File: config.mk
export PLATFORM = sky130hd
export DESIGN_NAME = dir_home_ctrl
export DESIGN_NICKNAME = d
export VERILOG_FILES = /design/src/rtl/dir_pkg.sv /design/src/rtl/dir_state_store.sv /design/src/rtl/dir_data_mem.sv /design/src/rtl/dir_decide.sv /design/src/rtl/dir_home_ctrl.sv
export SDC_FILE = /design/constraint.sdc
export NUM_CORES = 1
export LEC_CHECK = 0
export BUFFER_PORTS_ARGS = -buffer_cell sky130_fd_sc_hd__buf_2
export CAP_MARGIN = 20
export CORE_MARGIN = 2
export CORE_UTILIZATION = 30
export CTS_BUF_LIST = sky130_fd_sc_hd__clkbuf_4
export CTS_CLUSTER_SIZE = 20
export DETAILED_ROUTE_END_ITERATION = 7
export SLEW_MARGIN = 25
export SYNTH_ARGS = -nofsm -noshare
export SYNTH_HDL_FRONTEND = slang
export SYNTH_SLANG_ARGS = --single-unit
File: constraint.sdc
create_clock -name clk -period 4.2 [get_ports clk]
set_clock_uncertainty 0.05 [all_clocks]
set_input_delay 0 -clock clk [delete_from_list [all_inputs] [get_ports clk]]
set_output_delay 0 -clock clk [all_outputs]
set_load 0.01 [all_outputs]
File: src/rtl/dir_pkg.sv
// Shared encodings for the home directory controller.
// Assumes: request and message codes are fixed by the node interface.
package dir_pkg;
    typedef enum logic [1:0] {
        BLK_UNC = 2'd0,
        BLK_SHR = 2'd1,
        BLK_EXC = 2'd2
    } blk_state_t;

    typedef enum logic [1:0] {
        REQ_READ  = 2'd0,
        REQ_WRITE = 2'd1,
        REQ_WBACK = 2'd2,
        REQ_RSVD  = 2'd3
    } req_kind_t;

    typedef enum logic [1:0] {
        MSG_NONE      = 2'd0,
        MSG_FETCH     = 2'd1,
        MSG_INVAL     = 2'd2,
        MSG_FETCH_INV = 2'd3
    } msg_kind_t;

    typedef enum logic {
        CTL_IDLE = 1'b0,
        CTL_WAIT = 1'b1
    } ctl_state_t;
endpackage

File: src/rtl/dir_state_store.sv
// Per-block directory entries: coherence state and sharer vector.
// Assumes: one read port (combinational) and one write port; reset clears all.
module dir_state_store
    import dir_pkg::*;
#(
    parameter int BLOCKS = 8,
    parameter int NODES  = 4,
    localparam int ADDR_W = $clog2(BLOCKS)
) (
    input  logic              clk,
    input  logic              rst_n,
    input  logic [ADDR_W-1:0] rd_addr,
    output blk_state_t        rd_state,
    output logic [NODES-1:0]  rd_sharers,
    input  logic              wr_en,
    input  logic [ADDR_W-1:0] wr_addr,
    input  blk_state_t        wr_state,
    input  logic [NODES-1:0]  wr_sharers
);
    blk_state_t       state_q   [BLOCKS];
    logic [NODES-1:0] sharers_q [BLOCKS];

    // Combinational lookup of the addressed entry.
    assign rd_state   = state_q[rd_addr];
    assign rd_sharers = sharers_q[rd_addr];

    // Entry update; reset makes every block uncached with no sharers.
    always_ff @(posedge clk) begin
        if (!rst_n) begin
            for (int b = 0; b < BLOCKS; b++) begin
                state_q[b]   <= BLK_UNC;
                sharers_q[b] <= '0;
            end
        end else if (wr_en) begin
            state_q[wr_addr]   <= wr_state;
            sharers_q[wr_addr] <= wr_sharers;
        end
    end
endmodule

File: src/rtl/dir_data_mem.sv
// Home copy of block data.
// Assumes: small array, combinational read, one write port, zeroed at reset.
module dir_data_mem #(
    parameter int BLOCKS = 8,
    parameter int DATA_W = 16,
    localparam int ADDR_W = $clog2(BLOCKS)
) (
    input  logic              clk,
    input  logic              rst_n,
    input  logic [ADDR_W-1:0] rd_addr,
    output logic [DATA_W-1:0] rd_data,
    input  logic              wr_en,
    input  logic [ADDR_W-1:0] wr_addr,
    input  logic [DATA_W-1:0] wr_data
);
    logic [DATA_W-1:0] words_q [BLOCKS];

    // Combinational read of the addressed word.
    assign rd_data = words_q[rd_addr];

    // Word write; reset clears the array.
    always_ff @(posedge clk) begin
        if (!rst_n) begin
            for (int b = 0; b < BLOCKS; b++) begin
                words_q[b] <= '0;
            end
        end else if (wr_en) begin
            words_q[wr_addr] <= wr_data;
        end
    end
endmodule

File: src/rtl/dir_decide.sv
// Decides the response to a newly accepted request from the current entry.
// Assumes: a miss to an exclusive block never comes from the owner itself.
module dir_decide
    import dir_pkg::*;
#(
    parameter int NODES  = 4,
    localparam int NODE_W = (NODES > 1) ? $clog2(NODES) : 1
) (
    input  req_kind_t         kind,
    input  logic [NODE_W-1:0] node,
    input  blk_state_t        cur_state,
    input  logic [NODES-1:0]  cur_sharers,
    output logic [NODES-1:0]  node_mask,
    output logic              dir_wr,
    output blk_state_t        new_state,
    output logic [NODES-1:0]  new_sharers,
    output logic              send_rsp,
    output logic              mem_wr,
    output logic              go_wait,
    output msg_kind_t         msg_kind,
    output logic [NODES-1:0]  msg_mask
);
    logic [NODES-1:0] others;

    // One-hot decode of the requesting node.
    for (genvar i = 0; i < NODES; i++) begin : g_dec
        assign node_mask[i] = (node == NODE_W'(i));
    end

    assign others = cur_sharers & ~node_mask;

    // Action table per request kind and block state.
    always_comb begin
        dir_wr      = 1'b0;
        new_state   = cur_state;
        new_sharers = cur_sharers;
        send_rsp    = 1'b0;
        mem_wr      = 1'b0;
        go_wait     = 1'b0;
        msg_kind    = MSG_NONE;
        msg_mask    = '0;
        case (kind)
            REQ_READ: begin
                if (cur_state == BLK_EXC) begin
                    msg_kind = MSG_FETCH;
                    msg_mask = cur_sharers;
                    go_wait  = 1'b1;
                end else begin
                    send_rsp    = 1'b1;
                    dir_wr      = 1'b1;
                    new_state   = BLK_SHR;
                    new_sharers = cur_sharers | node_mask;
                end
            end
            REQ_WRITE: begin
                if (cur_state == BLK_EXC) begin
                    msg_kind = MSG_FETCH_INV;
                    msg_mask = cur_sharers;
                    go_wait  = 1'b1;
                end else begin
                    if (others != '0) begin
                        msg_kind = MSG_INVAL;
                        msg_mask = others;
                    end
                    send_rsp    = 1'b1;
                    dir_wr      = 1'b1;
                    new_state   = BLK_EXC;
                    new_sharers = node_mask;
                end
            end
            REQ_WBACK: begin
                if (cur_state == BLK_EXC && cur_sharers == node_mask) begin
                    mem_wr      = 1'b1;
                    dir_wr      = 1'b1;
                    new_state   = BLK_UNC;
                    new_sharers = '0;
                end
            end
            default: ;
        endcase
    end
endmodule

File: src/rtl/dir_home_ctrl.sv
// Home directory controller: accepts one request at a time, keeps the
// directory and home memory, routes all owner data through the home node.
// Assumes: owner data arrives only after a fetch; request port single-issue.
module dir_home_ctrl
    import dir_pkg::*;
#(
    parameter int NODES  = 4,
    parameter int BLOCKS = 8,
    parameter int DATA_W = 16,
    localparam int NODE_W = (NODES > 1) ? $clog2(NODES) : 1,
    localparam int ADDR_W = $clog2(BLOCKS)
) (
    input  logic              clk,
    input  logic              rst_n,
    input  logic              req_valid,
    output logic              req_ready,
    input  logic [1:0]        req_type,
    input  logic [NODE_W-1:0] req_node,
    input  logic [ADDR_W-1:0] req_addr,
    input  logic [DATA_W-1:0] req_data,
    input  logic              own_valid,
    input  logic [DATA_W-1:0] own_data,
    output logic              rsp_valid,
    output logic [NODE_W-1:0] rsp_node,
    output logic [ADDR_W-1:0] rsp_addr,
    output logic [DATA_W-1:0] rsp_data,
    output logic              msg_valid,
    output logic [1:0]        msg_type,
    output logic [NODES-1:0]  msg_mask,
    output logic [ADDR_W-1:0] msg_addr
);
    ctl_state_t        ctl_q;
    req_kind_t         pend_kind_q;
    logic [NODE_W-1:0] pend_node_q;
    logic [ADDR_W-1:0] pend_addr_q;
    logic [NODES-1:0]  pend_mask_q;
    logic [NODES-1:0]  pend_sharers_q;

    blk_state_t        cur_state;
    logic [NODES-1:0]  cur_sharers;
    logic [DATA_W-1:0] mem_rd_data;

    logic              accept;
    logic              fill_done;
    logic [NODES-1:0]  node_mask;
    logic              d_dir_wr;
    blk_state_t        d_state;
    logic [NODES-1:0]  d_sharers;
    logic              d_rsp;
    logic              d_mem_wr;
    logic              d_wait;
    msg_kind_t         d_msg;
    logic [NODES-1:0]  d_msg_mask;

    logic              st_wr;
    logic [ADDR_W-1:0] st_wr_addr;
    blk_state_t        st_wr_state;
    logic [NODES-1:0]  st_wr_sharers;
    logic              mem_wr;
    logic [ADDR_W-1:0] mem_wr_addr;
    logic [DATA_W-1:0] mem_wr_data;

    assign req_ready = (ctl_q == CTL_IDLE);
    assign accept    = req_valid && req_ready;
    assign fill_done = own_valid && (ctl_q == CTL_WAIT);

    dir_state_store #(.BLOCKS(BLOCKS), .NODES(NODES)) i_store (
        .clk        (clk),
        .rst_n      (rst_n),
        .rd_addr    (req_addr),
        .rd_state   (cur_state),
        .rd_sharers (cur_sharers),
        .wr_en      (st_wr),
        .wr_addr    (st_wr_addr),
        .wr_state   (st_wr_state),
        .wr_sharers (st_wr_sharers)
    );

    dir_data_mem #(.BLOCKS(BLOCKS), .DATA_W(DATA_W)) i_mem (
        .clk     (clk),
        .rst_n   (rst_n),
        .rd_addr (req_addr),
        .rd_data (mem_rd_data),
        .wr_en   (mem_wr),
        .wr_addr (mem_wr_addr),
        .wr_data (mem_wr_data)
    );

    dir_decide #(.NODES(NODES)) i_decide (
        .kind        (req_kind_t'(req_type)),
        .node        (req_node),
        .cur_state   (cur_state),
        .cur_sharers (cur_sharers),
        .node_mask   (node_mask),
        .dir_wr      (d_dir_wr),
        .new_state   (d_state),
        .new_sharers (d_sharers),
        .send_rsp    (d_rsp),
        .mem_wr      (d_mem_wr),
        .go_wait     (d_wait),
        .msg_kind    (d_msg),
        .msg_mask    (d_msg_mask)
    );

    // Select directory and memory writes: new request or owner data return.
    always_comb begin
        st_wr         = 1'b0;
        st_wr_addr    = req_addr;
        st_wr_state   = d_state;
        st_wr_sharers = d_sharers;
        mem_wr        = 1'b0;
        mem_wr_addr   = req_addr;
        mem_wr_data   = req_data;
        if (fill_done) begin
            st_wr       = 1'b1;
            st_wr_addr  = pend_addr_q;
            mem_wr      = 1'b1;
            mem_wr_addr = pend_addr_q;
            mem_wr_data = own_data;
            if (pend_kind_q == REQ_READ) begin
                st_wr_state   = BLK_SHR;
                st_wr_sharers = pend_sharers_q | pend_mask_q;
            end else begin
                st_wr_state   = BLK_EXC;
                st_wr_sharers = pend_mask_q;
            end
        end else if (accept) begin
            st_wr  = d_dir_wr;
            mem_wr = d_mem_wr;
        end
    end

    // Controller state and the record of the transaction awaiting owner data.
    always_ff @(posedge clk) begin
        if (!rst_n) begin
            ctl_q          <= CTL_IDLE;
            pend_kind_q    <= REQ_READ;
            pend_node_q    <= '0;
            pend_addr_q    <= '0;
            pend_mask_q    <= '0;
            pend_sharers_q <= '0;
        end else if (fill_done) begin
            ctl_q <= CTL_IDLE;
        end else if (accept && d_wait) begin
            ctl_q          <= CTL_WAIT;
            pend_kind_q    <= req_kind_t'(req_type);
            pend_node_q    <= req_node;
            pend_addr_q    <= req_addr;
            pend_mask_q    <= node_mask;
            pend_sharers_q <= cur_sharers;
        end
    end

    // Registered reply and cache-message outputs, one-cycle pulses.
    always_ff @(posedge clk) begin
        if (!rst_n) begin
            rsp_valid <= 1'b0;
            rsp_node  <= '0;
            rsp_addr  <= '0;
            rsp_data  <= '0;
            msg_valid <= 1'b0;
            msg_type  <= MSG_NONE;
            msg_mask  <= '0;
            msg_addr  <= '0;
        end else begin
            rsp_valid <= fill_done || (accept && d_rsp);
            msg_valid <= accept && (d_msg != MSG_NONE);
            if (fill_done) begin
                rsp_node <= pend_node_q;
                rsp_addr <= pend_addr_q;
                rsp_data <= own_data;
            end else if (accept) begin
                rsp_node <= req_node;
                rsp_addr <= req_addr;
                rsp_data <= mem_rd_data;
            end
            if (accept) begin
                msg_type <= d_msg;
                msg_mask <= d_msg_mask;
                msg_addr <= req_addr;
            end
        end
    end
endmodule

# --- Word-level counts from Yosys, hierarchy flattened ---
# Memories as Yosys holds them, arrays and structs flattened.
# Index checks and enable logic that the tools add are counted.
word_totals:
  register_bits: 48
  latchBits: 0
  mem_bits_rw: 176
  romBits: 0
  inputBits: 43
  output_inout_bits: 33
  word_cells: 105
  mem_count: 3
mem_list:
  columns: ["memory", "words", "width", "read_ports", "rd_ports_with_merged_regs", "wr", "line_no", "text"]
  rows:
  - ["i_mem.words_q", 8, 16, 1, 0, 8, "dir_data_mem.sv:16", "logic [DATA_W-1:0] words_q [BLOCKS];"]
  - ["i_store.sharers_q", 8, 4, 1, 0, 8, "dir_state_store.sv:21", "logic [NODES-1:0] sharers_q [BLOCKS];"]
  - ["i_store.state_q", 8, 2, 1, 0, 8, "dir_state_store.sv:20", "blk_state_t state_q [BLOCKS];"]
classes:
  addsub: 0
  multipliers: 0
  div: 0
  order_cmp: 0
  n_eq_ne: 7
  shifts: 0
  muxes: 55
  bitwise_logic: 7
  reduce_logical: 19
ops:
  columns: ["op", "n"]
  rows:
  - ["$mux 16", 4]
  - ["$mux 4", 9]
  - ["$mux 1", 21]
  - ["$mux 2", 10]
  - ["$mux 3", 6]
  - ["$reduce_or 16->1", 1]
  - ["$pmux 4 s3", 1]
  - ["$eq 2x2->1 const B", 4]
  - ["$or 4x4->4", 2]
  - ["$pmux 4 s2", 1]
  - ["$logic_and 1x1->1", 6]
  - ["$logic_not 2->1", 3]
  - ["$pmux 2 s3", 1]
  - ["$reduce_or 2->1", 3]
  - ["$and 4x4->4", 1]
  - ["$eq 2x1->1 const B", 2]
  - ["$eq 4x4->1", 1]
  - ["$not 4->4", 1]
  - ["$pmux 2 s2", 1]
  - ["$reduce_bool 2->1", 2]
  - ["$reduce_bool 4->1", 1]
  - ["$reduce_or 4->1", 1]
  - ["$not 1->1", 3]
  - ["$pmux 1 s2", 1]
  - ["other kinds (2)", 2]

# --- Logic depth before layout (Yosys ltp) ---
# Gate-level depths: netlist of the first run.
depth:
  word_depth: 12
  mapped_depth: 13
  depth_no_buf: 9

# --- Cells and area by module ---
# A second synthesis of the first run with hierarchy kept.
unflattened:
  hier_cells: 866
  hier_area_um2: 10795.4
by_module_without_submodules:
  columns: ["module", "instances", "cells_per_inst", "area_each_um2", "seq_area_each_um2"]
  rows:
  - ["dir_data_mem", 1, 373, 5804.3, 3843.7]
  - ["dir_home_ctrl", 1, 273, 2307.2, 960.9]
  - ["dir_state_store", 1, 148, 2240.9, 1441.4]
  - ["dir_decide", 1, 72, 442.9, 0.0]

# --- Worst setup path before layout of the first run ---
# Ideal clock, no wire load.
synth_path:
  path_kind: "input to register"
  from: "input port req_addr[0]"
  to: "memory i_mem.words_q[0][0] (enable)"
  arrival_ps: 3804
  required_time_ps: 3739
  slack_ps: -65
  stages: 12
  path_buffers: 5
  cell_sequence: "buf_6 -> buf_6 -> buf_6 -> mux4_2 -> mux2i_1 -> ha_1 -> or4b_1 -> nor3_2 -> a31oi_1 -> buf_4 -> buf_2 -> o21ai_0"
synth_rtl:
  columns: ["item", "line_no", "text"]
  rows:
  - ["start: declaration", "dir_home_ctrl.sv:19", "input logic [ADDR_W-1:0] req_addr,"]
  - ["end: declaration", "dir_data_mem.sv:16", null]

==> impl_metrics.toml, run 1 <==
[min_path]
worst_hold_path.num_cells = 4
whs_endpoint = "msg_valid"
hp-class = "primary input to register"
holdCritStartpoint = "req_type[1]"

[finish]
nets = 1029
mostFrequentLayoutCells = "176 x edfxtp_1, 148 x nor3_1, 74 x buf_2, 73 x clkbuf_4, 59 x dlygate4sd3_1"
syn_to_final_growth_pct = 20.6
final_area_um2 = 12800
fin_util_pct = 36.8
filler_cell_count = 3308
final_common_cell = "edfxtp_1"
drive_gt1_share_pct = 24.9

[clocking]
clk_latency_ps = 710
clockRootBuffer = "clkbuf_4"
cts.htree.levels = 2
cts_tree = "done"
cts_setup_buffers = 0
clk_path_buf_depth = 3
clk_pin_slew_ps = 70
cts.sinks = 224
cts_buffers = 54
cts_resized = 0

[timing]
period_share_pct = 85.3
max_slew_margin_pct = 33.2
rsz0062_at_grt = "no"
max_slew.worst_pin.slew_ps = 998
setup_viol = 0
hold_violations = 0
fmax_mhz = 279
fin_crit_ps = 3580
slew_violations = 0

[setup_path]
path_max_fanout = 30
path_class = "register to register"
crit_arrival_ps = 3870
reg2reg_depth = 9
regToRegEndpoint = "i_store.state_q[5][1]"
cp-start-kind = "register"
timing.critical_path.required_ps = 4480
r2r_start = "i_store.sharers_q[7][0]"
end_kind = "register"
rrSetupSlack_ps = 620

[die]
die_h_um = 192
die-area_um2 = 36800
io_pins = 76
core_um2 = 34600
fp.dieW_um = 192
initial_utilization_pct = 30.5
rows = 68

[synth]
netlist_instances = 817
yosysSeqAreaShare_pct = 59.1
yosysUniqueCellTypes = 50
synth_ff_type = "edfxtp_1"
async_flop_share_pct = 0
yosys-top-cells-area = "edfxtp_1 50%, dfxtp_1 9.1%, mux4_2 8.1%, nor3_1 7.0%, mux2i_1 4.4%"
syn-mean-instance-area_um2 = 12.9
ys_ff_latch = 224
netlist_area_um2 = 10600
synth_top_area_share_pct = 50.0
ys.warnings.count = 0
synth-edff-count = 176
yosysTopAreaCell = "edfxtp_1"
syn_nets = 870

[detailed_routing]
drtAntennaViolNets = 0
firstDrtPassIters = 5
vias = 7725
via_per_inst = 5.23
post_drt_wl_per_cell_um = 19.4
drc = 0
drtIter0Drc = 489
wirelength_um = 28700

[global_route]
grt_pass1_vias = 7795
grt_max_degree = 59
antenna_found_initial = 1
globalRouteOverflowTotal = 0
grt_pass1_wl_um = 44000
track_usage_pct = 15.6

[place]
hpwl_um = 18200
placed_area_um2 = 11500
port_buffers = 75
gp_congestion = 0.800

[power_and_ir_drop]
leakage_nw = 4.51
vdd_drop_max_mv = 0.190
p_per_area_nw_per_um2 = 375

[run]
max_cap_viol_count = 0

[run_status]
status = "complete, no violations"
[worst max-delay path: stages, from the launching register on]
cell and delay (ps):
edfxtp_1 400, mux4_2 480, mux2i_1 270, ha_1 290
or4b_1 490, nor3_2 110, buf_4 160, a21o_1 150
mux2i_4 240, o21ai_1 570
[area by class of cell]
class | instances | area, um^2 | area share (%)
inverters | 8 | 30.0 | 0.235
well taps | 455 | 569 | 4.46
repair buffers | 182 | 1340 | 10.5
clock buffers | 73 | 548 | 4.30
flip-flops and latches | 224 | 6250 | 49.0
diodes | 1 | 2.50 | 0.0196
clock inverters | 27 | 108 | 0.844
multi-input cells | 506 | 3910 | 30.7
[power by group]
| group | internal, mW | switching [mW] | total (mW) |
|---|---|---|---|
| logic | 0.237 | 0.354 | 0.590 |
| registers | 2.47 | 0.0311 | 2.50 |
| clock network | 0.814 | 0.881 | 1.70 |
| total | 3.52 | 1.27 | 4.79 |
[kinds of logic (layout without fill, tap and decap cells)]
kind of cell               count (synthesis)  after routing  synth area share (%)
other                                      0              1                     0
buffers and inverters                     87            290                  4.25
and+or+nand+nor                          264            264                  12.4
adders and majority gates                 10             10                  1.18
AOI/OAI and AO/OA                        140            140                  9.73
DFF                                      224            224                  59.1
muxes                                     92             92                  13.3
[timing repair]
item,in CTS,in global routing
hold buffers,59,0
endpoints found under the setup margin,0,0
hold endpoints to repair,214,0
[how the worst max path moves through the flow]
stage | slack, ps | startpoint | cells past startpoint | to
3_3_place_gp | 670 | req_addr[1] | 12 | i_store.sharers_q[5][1]
4_1_cts | 610 | i_store.sharers_q[7][0] | 9 | i_store.state_q[5][1]
6_report | 620 | i_store.sharers_q[7][0] | 9 | i_store.state_q[5][1]
2_1_floorplan | -70 | req_addr[0] | 12 | i_mem.words_q[0][0]
5_1_grt | 430 | i_store.sharers_q[7][0] | 9 | i_store.state_q[5][1]
3_5_place_dp | 600 | req_addr[1] | 12 | i_store.sharers_q[7][0]
[per-stage QoR]
step | cells | TNS [ps] | power, mW | hold WS [ps] | setup slack, ps
4_1_cts | 1475 | 0 | 4.82 | 27.0 | 611
5_1_grt | 1476 | 0 | 4.98 | 82.9 | 433
2_1_floorplan | 817 | -2090 | 2.88 | 94.9 | -65.3
3_5_place_dp | 1316 | 0 | 3.08 | 294 | 603
3_3_place_gp | 1316 | 0 | 3.08 | 283 | 668
6_report | 1476 | 0 | 4.79 | 73.8 | 616
[registers in the layout, summed over array words and instances, names as in the netlist, 3 cells and up]
| register | flops |
|---|---|
| rsp_addr | 3 |
| pend_addr_q | 3 |
| i_store.sharers_q | 32 |
| pend_sharers_q | 4 |
| pend_mask_q | 4 |
| i_store.state_q | 16 |
| rsp_data | 16 |
| msg_addr | 3 |
| msg_mask | 4 |
| i_mem.words_q | 128 |
[synth_stat cells (all sizes together) (18+ instances only)]
master	count
a211oi	18
a21oi	25
buf	39
clkbuf	40
dfxtp	48
edfxtp	176
mux2i	48
mux4	38
nand2	49
nor3	149
o21ai	24
o221ai	18
[routing by layer]
metal | GRT usage, % | share of wire [%] | up-vias
met5 | 0 | 0 | -
met4 | 6.72 | 3.0 | 0
met3 | 2.47 | 5.4 | 56
met2 | 26.9 | 49 | 284
met1 | 19.3 | 42 | 3831
li1 | - | - | 3554
Note: power is estimated with default switching activity, not from simulation.
==> run 2: changes to the inputs <==
--- a/config.mk
+++ b/config.mk
@@ -5,6 +5,7 @@
 export SDC_FILE = /design/constraint.sdc
 export NUM_CORES = 1
 export LEC_CHECK = 0
+export ABC_AREA = 1
 export BUFFER_PORTS_ARGS = -buffer_cell sky130_fd_sc_hd__buf_2
 export CAP_MARGIN = 20
 export CORE_MARGIN = 2
@@ -12,7 +13,7 @@
 export CTS_BUF_LIST = sky130_fd_sc_hd__clkbuf_4
 export CTS_CLUSTER_SIZE = 20
 export DETAILED_ROUTE_END_ITERATION = 7
-export SLEW_MARGIN = 25
+export SLEW_MARGIN = 40
 export SYNTH_ARGS = -nofsm -noshare
 export SYNTH_HDL_FRONTEND = slang
 export SYNTH_SLANG_ARGS = --single-unit
==> impl_metrics.toml, run 2 <==
[place]
hpwl_um = 19900
port_buffers = 75
gp_congestion = 0.882
pre_cts_ws_ps = 459

[run]
max_cap_viol_count = 0

[finish]
reg.largest.list = "i_mem.words_q x128, i_store.sharers_q x32"
drive_gt1_share_pct = 17.7
antenna_cells = 0
final_common_cell = "nor2_1"
mostFrequentLayoutCells = "272 x nor2_1, 180 x nand2_1, 176 x edfxtp_1, 93 x o21ai_0, 84 x clkbuf_4"
largest_reg_flops = 128
nets = 1297
syn_to_final_growth_pct = 18.3
largest_register = "i_mem.words_q"

[synth]
synth-edff-count = 176
synth.top_cells.by_count = "272 x nor2_1, 180 x nand2_1, 176 x edfxtp_1, 94 x o21ai_0, 73 x inv_1"
ys_ff_latch = 224
netlist_area_um2 = 10600
yosysUniqueCellTypes = 38
synth_ff_type = "edfxtp_1"
yosysTopAreaCell = "edfxtp_1"
yosysSeqAreaShare_pct = 59.1
synth_most_common_cell = "nor2_1"
ys.warnings.count = 0
yosys-top-cells-area = "edfxtp_1 50%, nor2_1 9.7%, dfxtp_1 9.1%, nand2_1 6.4%, o21ai_0 4.4%"
synth_top_area_share_pct = 50.0
netlist_instances = 1111
async_flop_share_pct = 0
syn-mean-instance-area_um2 = 9.52
syn_nets = 1164

[die]
die_h_um = 192
initial_utilization_pct = 30.5
io_pins = 76
core_um2 = 34600
rows = 68
die-area_um2 = 36800
fp.dieW_um = 192

[timing]
fin_crit_ps = 3620
setup_viol = 0
fmax_mhz = 277
rsz0062_at_grt = "no"
max_slew.worst_pin.slew_ps = 739
period_share_pct = 86.1
slew_violations = 0
hold_violations = 0
max_slew_margin_pct = 50.7
fin_setup_tns_ps = 0
setup_slack_ps = 584

[setup_path]
path_class = "primary input to register"
r2r_start = "i_store.sharers_q[6][0]"
reg2reg_depth = 12
rrSetupSlack_ps = 630
end_kind = "register"
crit_arrival_ps = 3880
cp-start-kind = "primary input"
timing.critical_path.required_ps = 4460
path_max_fanout = 40
regToRegEndpoint = "i_mem.words_q[4][0]"

[clocking]
clk_pin_slew_ps = 70
clk_latency_ps = 720
clk_path_buf_depth = 3
cts.htree.levels = 2
cts_setup_buffers = 0
cts_buffers = 54
cts.sinks = 224
clockRootBuffer = "clkbuf_4"
cts_tree = "done"

[power_and_ir_drop]
p_int_mw = 3.63
vdd_drop_max_mv = 0.234
comb_power_share_pct = 11.7
leakage_nw = 5.13
p_seq_share_pct = 50.3
clkPwrFrac_pct = 38.0
swShare_pct = 27.3
power_mw = 4.99
p_per_area_nw_per_um2 = 399
p_sw_mw = 1.36

[global_route]
globalRouteOverflowTotal = 0
grt_pass1_wl_um = 46400
track_usage_pct = 16.3
grt_max_degree = 67
grt_pass1_vias = 8340
antenna_found_initial = 0

[detailed_routing]
firstDrtPassIters = 5
drc = 0
post_drt_wl_per_cell_um = 17.0
drtIter0Drc = 884
wirelength_um = 29600
vias = 8552
drtAntennaViolNets = 0
via_per_inst = 4.90

[min_path]
whs_endpoint = "rsp_node[0]"
worst_hold_path.num_cells = 4
holdCritStartpoint = "req_node[0]"
hp-class = "primary input to register"

[run_status]
status = "complete, no violations"
run 2: cell count changes in the layout (fill, tap and decap cells not counted), sizes merged, moves of 35 or more:
cell	delta
nand3	+44
nand2	+139
mux4	-38
nor2	+269
mux2i	-48
o21ai	+74
buf	-35
o22ai	+37
inv	+68
nor3	-148
run 2: timing repair:
item	in CTS	in global routing
resized for setup	0	0
hold endpoints to repair	173	0
hold buffers	48	0
run 2: logic make-up after synthesis:
family | Yosys count | synth area share [%]
AOI/OAI and AO/OA | 209 | 11.2
DFF | 224 | 59.1
adders and majority gates | 10 | 1.18
and+or+nand+nor | 531 | 22.6
buffers and inverters | 137 | 5.95
run 2: power groups by stage:
stage | registers [mW] | clock network [mW] | logic [mW]
after floorplan | 2.56 | 0 | 0.341
after global placement | 2.56 | 0 | 0.543
after detailed placement | 2.56 | 0 | 0.545
after CTS | 2.51 | 1.93 | 0.582
after global routing | 2.52 | 2.05 | 0.646
final | 2.51 | 1.90 | 0.587
run 2: layer usage:
metal	vias to the layer above	global-route usage, %	wire, um
met3	61	3.69	2320
met1	4040	22.8	13500
li1	4081	-	-
met4	0	4.85	621
met2	370	25.1	13200
met5	-	0	0
run 2: how the worst max path moves through the flow:
stage / startpoint / end / slack (ps)
after floorplan: req_addr[0] / i_mem.words_q[0][0] / 1080
after global placement: req_addr[1] / i_mem.words_q[4][2] / 530
after detailed placement: req_addr[1] / i_mem.words_q[7][4] / 460
after CTS: req_addr[1] / i_mem.words_q[4][0] / 640
after global routing: req_addr[1] / i_mem.words_q[5][4] / 380
final: req_addr[1] / i_mem.words_q[4][0] / 580
run 2: critical path: stages:
cell           delay [ps]
dlygate4sd3_1         530
buf_2                 120
buf_4                 350
o21ai_0               170
o22ai_1               190
inv_1                  70
o21ai_2               220
inv_1                  80
ha_1                  290
or2_2                 310
nor4_2                320
nand3_4               200
nand2_8               190
nand3_4               210
nand2_1               600
run 2: cell type report:
cell class | count | area (um^2)
Inverter | 78 | 300
Clock inverter | 18 | 105
Multi-Input combinational cell | 750 | 3700
Sequential cell | 224 | 6250
Fill cell | 3492 | 22100
Timing Repair Buffer | 136 | 956
Tap cell | 455 | 569
Clock buffer | 84 | 631
run 2: through the flow:
| stage | area, um^2 | util [%] | hold WS [ps] | std cells |
|---|---|---|---|---|
| 6_report | 12500 | 36.1 | 169 | 1745 |
| 5_1_grt | 12500 | 36.1 | 167 | 1745 |
| 4_1_cts | 12500 | 36.1 | 113 | 1745 |
| 3_5_place_dp | 11300 | 32.6 | 263 | 1595 |
| 3_3_place_gp | 11300 | 32.6 | 265 | 1595 |
| 2_1_floorplan | 10600 | - | 108 | 1111 |
==> run 3: changes to the inputs <==
--- a/config.mk
+++ b/config.mk
@@ -13,6 +13,7 @@
 export CTS_BUF_LIST = sky130_fd_sc_hd__clkbuf_4
 export CTS_CLUSTER_SIZE = 20
 export DETAILED_ROUTE_END_ITERATION = 7
+export GPL_TIMING_DRIVEN = 0
 export SLEW_MARGIN = 40
 export SYNTH_ARGS = -nofsm -noshare
 export SYNTH_HDL_FRONTEND = slang
==> impl_metrics.toml, run 3 (synthesis gave the netlist of run 2 again) <==
[global_route]
grt_max_degree = 17
use_met2_pct = 28.7
grt_pass1_wl_um = 49600
track_usage_pct = 17.9
grt_use_met1_pct = 23.9
antenna_found_initial = 0
gr-usage-met3_pct = 4.33
top_usage_layer = "met2"
grt_pass1_vias = 8677
globalRouteOverflowTotal = 0

[min_path]
worst_hold_path.num_cells = 9
holdCritStartpoint = "req_addr[1]"
whs_endpoint = "pend_kind_q[0]"
hp-class = "primary input to register"

[timing]
max_slew.worst_pin.slew_ps = 860
holdWs_ps = 58.3
rsz0062_at_grt = "no"
fin_setup_tns_ps = 0
setup_viol = 0
period_share_pct = 91.4
fin_crit_ps = 3840
max_slew_margin_pct = 42.5
fmax_mhz = 261
hold_violations = 0
slew_violations = 0

[setup_path]
regToRegEndpoint = "i_mem.words_q[2][2]"
crit_arrival_ps = 4070
timing.critical_path.required_ps = 4430
startpoint = "req_addr[0]"
end_kind = "register"
r2r_start = "i_store.sharers_q[7][0]"
cp-start-kind = "primary input"
path_class = "primary input to register"
reg2reg_depth = 13
rrSetupSlack_ps = 510
path_max_fanout = 16

[place]
dp.cells = 1640
hpwl_um = 22800
port_buffers = 74
gp_congestion = 0.867

[finish]
reg.largest.list = "i_mem.words_q x128, i_store.sharers_q x32"
drive_gt1_share_pct = 18.9
filler_cell_count = 3521
syn_to_final_growth_pct = 20.1
largest_reg_flops = 128
multiInputGateArea_um2 = 3710
mostFrequentLayoutCells = "272 x nor2_1, 176 x edfxtp_1, 175 x nand2_1, 93 x o21ai_0"
final_common_cell = "nor2_1"
nets = 1340
antenna_cells = 0
ff_latch_area_um2 = 6250
layout.cells.non_filler = 1786
largest_register = "i_mem.words_q"

[detailed_routing]
vias = 8900
drtAntennaViolNets = 0
post_drt_wl_per_cell_um = 18.3
drtIter0Drc = 862
firstDrtPassIters = 5
wirelength_um = 32700
via_per_inst = 4.98
drc = 0

[run_status]
status = "complete, no violations"

[clocking]
clk_latency_ps = 720
cts.sinks = 224
clk_path_buf_depth = 3
clockRootBuffer = "clkbuf_4"
cts.htree.levels = 2
cts_setup_buffers = 0
cts_tree = "done"
clk_pin_slew_ps = 70
cts_buffers = 56

[power_and_ir_drop]
leakage_nw = 5.24
vdd_drop_max_mv = 0.164
p_per_area_nw_per_um2 = 394

[die]
core_um2 = 34600
die-area_um2 = 36800
fp.dieW_um = 192
initial_utilization_pct = 30.5
rows = 68
die_h_um = 192
io_pins = 76

[run]
max_cap_viol_count = 0
-- run 3: final cells by class --
cell class / instances / area share (%)
well taps: 455 / 4.48
inverters: 78 / 2.36
multi-input cells: 750 / 29.2
plain buffers: 59 / 2.59
clock inverters: 11 / 0.404
flip-flops and latches: 224 / 49.2
repair buffers: 118 / 6.38
clock buffers: 91 / 5.38
-- run 3: power by group --
part           switching (mW)  internal, mW  leakage, nW
clock network           0.919         0.976        0.439
registers              0.0330          2.48         2.21
logic                   0.422         0.182         2.59
-- run 3: how the worst max path moves through the flow --
stage / depth (start not counted) / slack (ps) / endpoint
floorplan: 16 / 1080 / i_mem.words_q[0][0]
detailed placement: 16 / 210 / i_mem.words_q[1][12]
CTS: 17 / 350 / i_mem.words_q[1][2]
finish: 17 / 360 / i_mem.words_q[2][2]
global route: 17 / 210 / i_mem.words_q[2][2]
global placement: 16 / 250 / i_mem.words_q[0][12]
-- run 3: layer usage --
| layer | wire (um) | share of wire [%] | vias to the layer above |
|---|---|---|---|
| met2 | 15000 | 46 | 400 |
| met3 | 3270 | 10 | 59 |
| met4 | 727 | 2.2 | 0 |
| li1 | - | - | 4172 |
| met5 | 0 | 0 | - |
| met1 | 13700 | 42 | 4269 |
-- run 3: repair_timing --
action,in CTS,in global routing
hold buffers,44,0
resized for setup,0,0
endpoints found under the hold margin,172,0
endpoints found under the setup margin,0,0
-- run 3: critical path, cell delays in order --
cell and delay (ps):
dlygate4sd3_1 540, buf_6 140, buf_6 170, buf_2 240
o21ai_0 110, o22ai_1 160, inv_1 70, o21ai_2 230
inv_1 80, ha_1 280, or2_2 320, nor4_2 340
nand3_4 190, nand2_8 180, nand3_4 160, buf_6 200
nand2_1 640
-- run 3: per-stage QoR --
stage          cell area (um^2)  power, mW  utilization (%)  setup WS [ps]
2_1_floorplan             10600       2.90                -           1080
3_3_place_gp              11500       3.12             33.2            255
3_5_place_dp              11500       3.12             33.3            209
4_1_cts                   12700       5.02             36.6            346
5_1_grt                   12700       5.22             36.7            210
6_report                  12700       5.01             36.7            362
